<file path="src/rtl/dwin_pkg.sv">
`timescale 1ns/1ps
package dwin_pkg;
  typedef enum logic [1:0] {
    ACC_NONE  = 2'd0,
    ACC_READ  = 2'd1,
    ACC_WRITE = 2'd2
  } acc_e;

  localparam int unsigned WORD_SHIFT = 2;
endpackage

</file>
<file path="src/rtl/dwin_trigger.sv">
`timescale 1ns/1ps
module dwin_trigger #(
  parameter int unsigned NUM_EVT = 7,
  parameter int unsigned SEL_W   = $clog2(NUM_EVT + 1)
) (
  input  logic [SEL_W-1:0]   sel_i,
  input  logic [NUM_EVT-1:0] evt_i,
  output logic               hit_o
);
  logic [NUM_EVT-1:0] match;

  for (genvar g = 0; g < NUM_EVT; g++) begin : g_src
    assign match[g] = evt_i[g] && (sel_i == SEL_W'(g + 1));
  end

  assign hit_o = |match;
endmodule

</file>
<file path="src/rtl/dwin_access_decode.sv">
`timescale 1ns/1ps
module dwin_access_decode
  import dwin_pkg::*;
(
  input  logic rd_i,
  input  logic wr_i,
  output acc_e kind_o
);
  // write takes priority on a combined request
  always_comb begin
    if (wr_i)      kind_o = ACC_WRITE;
    else if (rd_i) kind_o = ACC_READ;
    else           kind_o = ACC_NONE;
  end
endmodule

</file>
<file path="src/rtl/dwin_pointer.sv">
`timescale 1ns/1ps
module dwin_pointer
  import dwin_pkg::*;
#(
  parameter int unsigned BASE_W = 7,
  parameter int unsigned CNT_W  = 4,
  parameter int unsigned ADDR_W = BASE_W + WORD_SHIFT
) (
  input  logic              clk_i,
  input  logic              rst_ni,
  input  logic              load_i,
  input  logic [BASE_W-1:0] base_i,
  input  logic [CNT_W-1:0]  count_i,
  input  logic              step_i,
  output logic [ADDR_W-1:0] ptr_o,
  output logic              active_o
);
  localparam logic [ADDR_W-1:0] STEP = ADDR_W'(1 << WORD_SHIFT);

  logic [CNT_W-1:0] left_q;

  always_ff @(posedge clk_i or negedge rst_ni) begin
    if (!rst_ni) begin
      ptr_o    <= '0;
      left_q   <= '0;
      active_o <= 1'b0;
    end else if (load_i) begin
      ptr_o    <= {base_i, {WORD_SHIFT{1'b0}}};
      left_q   <= count_i;
      active_o <= 1'b1;
    end else if (step_i && active_o) begin
      if (left_q == '0) begin
        active_o <= 1'b0;
      end else begin
        left_q <= left_q - 1'b1;
        ptr_o  <= ptr_o + STEP;
      end
    end
  end
endmodule

</file>
<file path="src/rtl/dwin_sequencer.sv">
`timescale 1ns/1ps
module dwin_sequencer
  import dwin_pkg::*;
#(
  parameter int unsigned NUM_EVT = 7,
  parameter int unsigned BASE_W  = 7,
  parameter int unsigned CNT_W   = 4,
  parameter int unsigned DATA_W  = 32,
  localparam int unsigned SEL_W  = $clog2(NUM_EVT + 1),
  localparam int unsigned ADDR_W = BASE_W + WORD_SHIFT
) (
  input  logic              clk_i,
  input  logic              rst_ni,
  input  logic [BASE_W-1:0] cfg_base_i,
  input  logic [CNT_W-1:0]  cfg_count_i,
  input  logic [SEL_W-1:0]  cfg_sel_i,
  input  logic [NUM_EVT-1:0] evt_i,
  input  logic              port_rd_i,
  input  logic              port_wr_i,
  input  logic [DATA_W-1:0] port_wdata_i,
  output logic [DATA_W-1:0] port_rdata_o,
  output logic [ADDR_W-1:0] reg_addr_o,
  output logic              reg_rd_o,
  output logic              reg_wr_o,
  output logic [DATA_W-1:0] reg_wdata_o,
  input  logic [DATA_W-1:0] reg_rdata_i,
  output logic              dma_req_o
);
  logic hit;
  acc_e kind;
  logic active;
  logic access;

  dwin_trigger #(.NUM_EVT(NUM_EVT), .SEL_W(SEL_W)) u_trig (
    .sel_i (cfg_sel_i),
    .evt_i (evt_i),
    .hit_o (hit)
  );

  dwin_access_decode u_dec (
    .rd_i   (port_rd_i),
    .wr_i   (port_wr_i),
    .kind_o (kind)
  );

  assign access = (kind != ACC_NONE);

  dwin_pointer #(.BASE_W(BASE_W), .CNT_W(CNT_W), .ADDR_W(ADDR_W)) u_ptr (
    .clk_i    (clk_i),
    .rst_ni   (rst_ni),
    .load_i   (hit),
    .base_i   (cfg_base_i),
    .count_i  (cfg_count_i),
    .step_i   (access),
    .ptr_o    (reg_addr_o),
    .active_o (active)
  );

  always_ff @(posedge clk_i or negedge rst_ni) begin
    if (!rst_ni)                dma_req_o <= 1'b0;
    else if (hit)               dma_req_o <= 1'b1;
    else if (access && active)  dma_req_o <= 1'b0;
  end

  assign reg_wr_o     = active && (kind == ACC_WRITE);
  assign reg_rd_o     = active && (kind == ACC_READ);
  assign reg_wdata_o  = port_wdata_i;
  assign port_rdata_o = reg_rd_o ? reg_rdata_i : '0;
endmodule

</file>
<file path="config.mk">
export PLATFORM = sky130hd
export DESIGN_NAME = dwin_sequencer
export DESIGN_NICKNAME = d
export VERILOG_FILES = /design/src/rtl/dwin_pkg.sv /design/src/rtl/dwin_trigger.sv /design/src/rtl/dwin_access_decode.sv /design/src/rtl/dwin_pointer.sv /design/src/rtl/dwin_sequencer.sv
export SDC_FILE = /design/constraint.sdc
export NUM_CORES = 1
export LEC_CHECK = 0
export ABC_AREA = 1
export CAP_MARGIN = 20
export CORE_ASPECT_RATIO = 0.7
export CORE_MARGIN = 8
export CORE_UTILIZATION = 60
export DETAILED_ROUTE_END_ITERATION = 6
export DONT_BUFFER_PORTS = 1
export GPL_TIMING_DRIVEN = 0
export PLACE_DENSITY = 0.76
export SLEW_MARGIN = 25
export SYNTH_ARGS = -nofsm -noshare
export SYNTH_HDL_FRONTEND = slang
export SYNTH_SLANG_ARGS = --single-unit
</file>
<file path="constraint.sdc">
create_clock -name clk_i -period 2 [get_ports clk_i]
set_clock_uncertainty 0.15 [all_clocks]
set_input_delay 0.1 -clock clk_i [delete_from_list [all_inputs] [get_ports clk_i]]
set_output_delay 0.1 -clock clk_i [all_outputs]
set_load 0.01 [all_outputs]
</file>
==> results of run 1 <==
==> kinds of logic (layout without fill, tap and decap cells) <==
| family | Yosys count | after routing |
|---|---|---|
| AOI/OAI and AO/OA | 5 | 5 |
| xor gates and xnor gates | 3 | 3 |
| adders and majority gates | 2 | 2 |
| buffers and inverters | 89 | 110 |
| DFF | 13 | 13 |
| other | 1 | 2 |
| and+or+nand+nor | 128 | 128 |
==> flip-flops by register name (all words and copies together), names as in the netlist <==
register and flops:
dma_req_o 1, u_ptr.active_o 1, u_ptr.left_q 4, u_ptr.ptr_o 7
==> power breakdown <==
group / switching, mW / total, mW / internal (mW) / leakage [nW]
combinational: 0.307 / 0.534 / 0.227 / 0.866
clock: 0.0871 / 0.165 / 0.0775 / 0.0150
sequential: 0.103 / 0.431 / 0.328 / 0.150
==> through the flow <==
step	area [µm²]	TNS (ps)	worst slack [ps]	hold slack [ps]	std cells
floorplan	1490	0	549	-346	242
global placement	1530	0	413	-345	276
detailed placement	1530	0	361	-345	276
CTS	1730	0	101	4.62	297
global route	1730	-20.6	-9.11	32.3	297
finish	1730	0	133	12.3	297
==> layer usage <==
| layer | global-route usage (%) | vias to the layer above | routed length (µm) |
|---|---|---|---|
| li1 | - | 720 | - |
| met5 | 0 | - | 0 |
| met1 | 19.7 | 603 | 1560 |
| met4 | 6.54 | 0 | 68 |
| met3 | 6.37 | 8 | 551 |
| met2 | 36.3 | 95 | 2410 |
==> cells in the mapped netlist, drive strengths merged <==
cell,n
clkbuf,3
ha,2
or2,2
nand2,52
nand3,24
xor2,3
o21ai,4
o21bai,1
nand3b,5
nor2,44
nand4,1
conb,1
inv,49
dfrtp,13
buf,37
==> final cells by class <==
cell class | count | share of cell area, %
multi-input combinational | 140 | 39.7
buffer | 40 | 17.0
tap | 34 | 2.46
clock buffer | 4 | 1.52
sequential | 13 | 18.8
inverter | 49 | 10.6
timing repair buffer | 17 | 9.85
==> worst paths after layout <==
check	start	endpoint	slack [ps]	cells past startpoint
max	port_rd_i	port_rdata_o[27]	130	6
min	cfg_sel_i[0]	u_ptr.ptr_o[5]$_DFFE_PN0P_	10	4
max reg2reg	u_ptr.left_q[0]$_DFFE_PN0P_	u_ptr.left_q[0]$_DFFE_PN0P_	340	8
min reg2reg	u_ptr.left_q[1]$_DFFE_PN0P_	u_ptr.left_q[1]$_DFFE_PN0P_	400	2
max in group asynchronous	rst_ni	dma_req_o$_DFFE_PN0P_	1190	1
min in group asynchronous	rst_ni	u_ptr.ptr_o[4]$_DFFE_PN0P_	120	1
==> repair_timing <==
action	4_1_cts	5_1_grt
endpoints found under the setup margin	0	3
hold buffers	17	0
endpoints found under the hold margin	26	0
==> worst min-delay path: cells and delay by family <==
family           cells  cell delay [ps]
AND/OR/NAND/NOR      4              300
==> cell usage in the layout, fill, tap and decap left out, drive strengths merged, types with 3 or more instances in the layout <==
cell,n
nand2,52
inv,49
nor2,44
buf,37
nand3,24
dlygate4sd3,17
dfrtp,13
clkbuf,7
nand3b,5
o21ai,4
xor2,3
==> results.json, run 1 <==
{
  "overflow": 0,
  "grt_max_degree": 14,
  "antennaDiodeCount": 0,
  "max_slew_margin_pct": 59.4,
  "cts-htree-levels": 1,
  "clock-sinks": 13,
  "fin_nets": 355,
  "clk_pin_slew_worst_paths_ps": 80,
  "clkLatencyLatePin_ps": 280,
  "worstPathRequired_ps": 1750,
  "syn_avg_cell_area_um2": 6.16,
  "vias": 1426,
  "portBuffers": 0,
  "cts_tree": "yes",
  "totalPowerFinal_mw": 1.13,
  "yosys.area.top_type": "dfrtp_1",
  "antenna_found_initial": 0,
  "drive_gt1_share_pct": 21.3,
  "die_w_um": 75.5,
  "syn_area_um2": 1490,
  "place_hpwl_mm": 3.68,
  "muxShareOfSynthArea_pct": 0,
  "cts_setup_buffers": 0,
  "track_usage_pct": 19.5,
  "drv_slew": 0,
  "io_pins": 165,
  "synthXorXnorAreaFrac_pct": 1.77,
  "syn2layout_area_growth_pct": 16.3,
  "status": "finished, final reports clean",
  "hold_class": "primary input to flip-flop",
  "drt-wirelength-per-cell_um": 15.4,
  "first_global_vias": 1449,
  "critical-path-slowest-cell": "dlygate4sd3_1",
  "cpPeakStageDelay_ps": 560,
  "cts_buffers": 3,
  "multi_input_area_um2": 686,
  "worst_slew_pin_slew_ps": 607,
  "rsz0062_at_grt": "yes",
  "cts_resized": 0,
  "synth_top_area_share_pct": 21.9,
  "die_h_um": 57.6,
  "fmax_ghz": 0.536,
  "postRouteAntennaNets": 0,
  "core_area_um2": 2400,
  "drt-initial-drc-count": 71,
  "gp_congestion": 0.831,
  "finalCritPeriodShare_pct": 93.3,
  "firstDrtPassIters": 4,
  "worst-path-buf-inv": 3,
  "drc": 0,
  "fillers": 208,
  "synth_fa_ha_area_share_pct": 1.68,
  "setup_viol": 0,
  "seq_area_um2": 325,
  "dieArea_um2": 4350,
  "vias_per_cell": 4.80,
  "yosysSeqAreaShare_pct": 21.9,
  "critPathMaxFanout": 10,
  "synth_top_family_by_area": "simple AND/OR/NAND/NOR gates",
  "ys_warn_count": 0,
  "maxCapViolCount": 0,
  "synth_cell_types": 22,
  "utilization_pct": 71.9,
  "worstSetupEndpointType": "output pin",
  "ir_drop_mv": 0.345,
  "finalWirelength_mm": 4.59,
  "start_util_pct": 61.8,
  "critPathMostFrequentCell": "nor2_1",
  "synthSimpleGateAreaFrac_pct": 40.4,
  "cp_top_family": "buffers and inverters",
  "synth_area_leaders": "dfrtp_1 22%, buf_4 17%, inv_1 12%",
  "syn_inst": 241,
  "synth-compound-area-share_pct": 1.85,
  "power_density_nw_per_um2": 654,
  "fp-row-count": 15,
  "start_kind": "primary input",
  "fin_crit_ps": 1870,
  "cts_root_buf": "clkbuf_4",
  "critPathArrivalTime_ps": 1620,
  "ys_ff_latch": 13,
  "final-hold-violation-count": 0,
  "cp_cell_sequence": "dlygate4sd3_1, nand2_1, nor2_1, inv_1, clkbuf_1, nor2_1",
  "critical_path_class": "primary input to output pin",
  "grt_pass1_wl_mm": 6.73,
  "clockBufferDepth": 2,
  "leakage_nw": 1.03
}
No activity file was read; power rests on OpenSTA's default activity.
==> run 2, diff against run 1 <==
Settings changed: CORE_AREA set to 2 2 63 65, CORE_ASPECT_RATIO 0.7 to unset, CORE_MARGIN 8 to unset, CORE_UTILIZATION 60 to unset, DIE_AREA set to 0 0 65 67, HOLD_SLACK_MARGIN set to 0.06, PLACE_DENSITY 0.76 to unset.
==> run 2 against run 1 <==
  * Worst setup slack improved by 150 ps
  * Die area increased by 0.15%
  * Sequential share of layout area decreased by 0.41 points
  * Critical path type is now flip-flop to output pin
==> results.json, run 2 (synthesized netlist as in run 1, its figures left out) <==
{
  "fin_nets": 355,
  "firstDrtPassIters": 4,
  "grt_pass1_wl_mm": 5.58,
  "critical_path_class": "flip-flop to output pin",
  "finalSetupTns_ps": 0,
  "stdcell_area_um2": 1770,
  "io_pins": 165,
  "finalCritPeriodShare_pct": 85.9,
  "leakage_nw": 1.04,
  "cts_buffers": 3,
  "hold_class": "primary input to flip-flop",
  "ir_drop_mv": 0.413,
  "grt_max_degree": 14,
  "dieArea_um2": 4360,
  "drt-wirelength-per-cell_um": 12.6,
  "first_global_vias": 1180,
  "p_comb_share_pct": 44.2,
  "drive_gt1_share_pct": 21.7,
  "totalPowerFinal_mw": 1.19,
  "cts_root_buf": "clkbuf_8",
  "overflow": 0,
  "multi_input_area_um2": 688,
  "antennaDiodeCount": 0,
  "place_hpwl_mm": 3.19,
  "critPathArrivalTime_ps": 1470,
  "clockBufferDepth": 2,
  "largestRegisters": "u_ptr.ptr_o (7), u_ptr.left_q (4)",
  "stdcell_count": 311,
  "maxCapViolCount": 0,
  "seq_area_um2": 325,
  "status": "finished, final reports clean",
  "drv_slew": 0,
  "vias_per_cell": 4.67,
  "fp-row-count": 22,
  "clkLatencyLatePin_ps": 240,
  "drc": 0,
  "largest_register_ff_count": 7,
  "syn2layout_area_growth_pct": 19.0,
  "start_util_pct": 41.2,
  "final-hold-violation-count": 0,
  "swShare_pct": 41.6,
  "final_common_cell": "inv_1",
  "critPathMaxFanout": 10,
  "cts_tree": "yes",
  "cts-htree-levels": 1,
  "clock-sinks": 13,
  "postRouteAntennaNets": 0,
  "die_w_um": 65,
  "clk_pin_slew_worst_paths_ps": 50,
  "power_density_nw_per_um2": 676,
  "dpl.cell_count": 290,
  "vias": 1452,
  "core_area_um2": 3610,
  "worstSetupEndpointType": "output pin",
  "portBuffers": 0,
  "worstPathRequired_ps": 1750,
  "gp_congestion": 0.799,
  "fmax_ghz": 0.582,
  "die_h_um": 67,
  "antenna_found_initial": 0,
  "final_cell_mix": "47 x inv_1, 45 x nand2_1, 43 x nor2_1, 34 x buf_4, 19 x nand3_1",
  "p_clk_share_pct": 19.8,
  "internal-power_mw": 0.698,
  "fin_crit_ps": 1720,
  "setup_viol": 0,
  "drt-initial-drc-count": 15,
  "postPlaceCellArea_um2": 1550,
  "p_seq_share_pct": 36.0,
  "start_kind": "flip-flop",
  "p_sw_mw": 0.497,
  "rsz0062_at_grt": "no",
  "finalWirelength_mm": 3.92,
  "track_usage_pct": 16.4,
  "fillers": 381,
  "worst_slew_pin_slew_ps": 605,
  "max_slew_margin_pct": 59.6,
  "largest-register": "u_ptr.ptr_o"
}
==> run 2: cell types whose count changed in the layout (fill, tap and decap cells not counted) <==
| cell | before | now |
|---|---|---|
| nor2_1 | 44 | 43 |
| clkbuf_4 | 3 | 0 |
| nor2_2 | 0 | 1 |
| clkbuf_8 | 0 | 3 |
==> run 2: cell type report <==
cell class                      instances  area share, %
Timing Repair Buffer                   17           9.63
Tap cell                               48           3.40
Clock buffer                            4           2.55
Inverter                               49           10.4
Multi-Input combinational cell        140           39.0
Buffer                                 40           16.6
Sequential cell                        13           18.4
==> run 2: through the flow <==
stage                     hold slack [ps]  util, %  worst slack, ps
after global placement               -345     43.0              370
after global routing                 92.4     49.0              129
after detailed placement             -345     43.0              370
after floorplan                      -346        -              549
after CTS                            63.6     48.9              147
final                                63.4     49.0              282
==> run 2: final timing paths <==
kind / startpoint / slack (ps) / cells after the start / to
max in group asynchronous: rst_ni / 1150 / 1 / u_ptr.left_q[3]$_DFFE_PN0P_
worst min-delay path: cfg_sel_i[0] / 60 / 4 / u_ptr.ptr_o[3]$_DFFE_PN0P_
worst max register to register: u_ptr.left_q[0]$_DFFE_PN0P_ / 360 / 8 / u_ptr.left_q[0]$_DFFE_PN0P_
worst min register to register: u_ptr.active_o$_DFFE_PN0P_ / 390 / 2 / u_ptr.active_o$_DFFE_PN0P_
worst max-delay path: u_ptr.active_o$_DFFE_PN0P_ / 280 / 5 / port_rdata_o[11]
min in group asynchronous: rst_ni / 160 / 1 / u_ptr.ptr_o[4]$_DFFE_PN0P_
==> run 2: layer usage <==
metal | global-route usage (%) | routed length (µm) | up-vias
met4 | 3.19 | 18 | 0
met5 | 0 | 0 | -
met3 | 4.39 | 383 | 2
met2 | 29.9 | 2080 | 78
met1 | 19.3 | 1440 | 653
li1 | - | - | 719
==> run 2: what timing repair did <==
item                                    4_1_cts  5_1_grt
buffers inserted                              0        0
endpoints found under the setup margin        0        1
hold buffers                                 17        0
gates resized for setup                       0        1
hold endpoints to repair                     25        0
==> run 2: power by group through the flow <==
stage / Sequential (mW) / Combinational (mW) / Clock, mW
after floorplan: 0.410 / 0.429 / 0
after global placement: 0.434 / 0.488 / 0
after detailed placement: 0.436 / 0.492 / 0
after CTS: 0.431 / 0.530 / 0.245
after global routing: 0.443 / 0.604 / 0.260
final: 0.430 / 0.528 / 0.236
==> run 2: worst max-delay path, cell delays in order, from the launching register on <==
cell	delay (ps)
dfrtp_1	360
nand2_1	90
nor2_2	170
inv_1	130
clkbuf_1	220
nor2_1	260
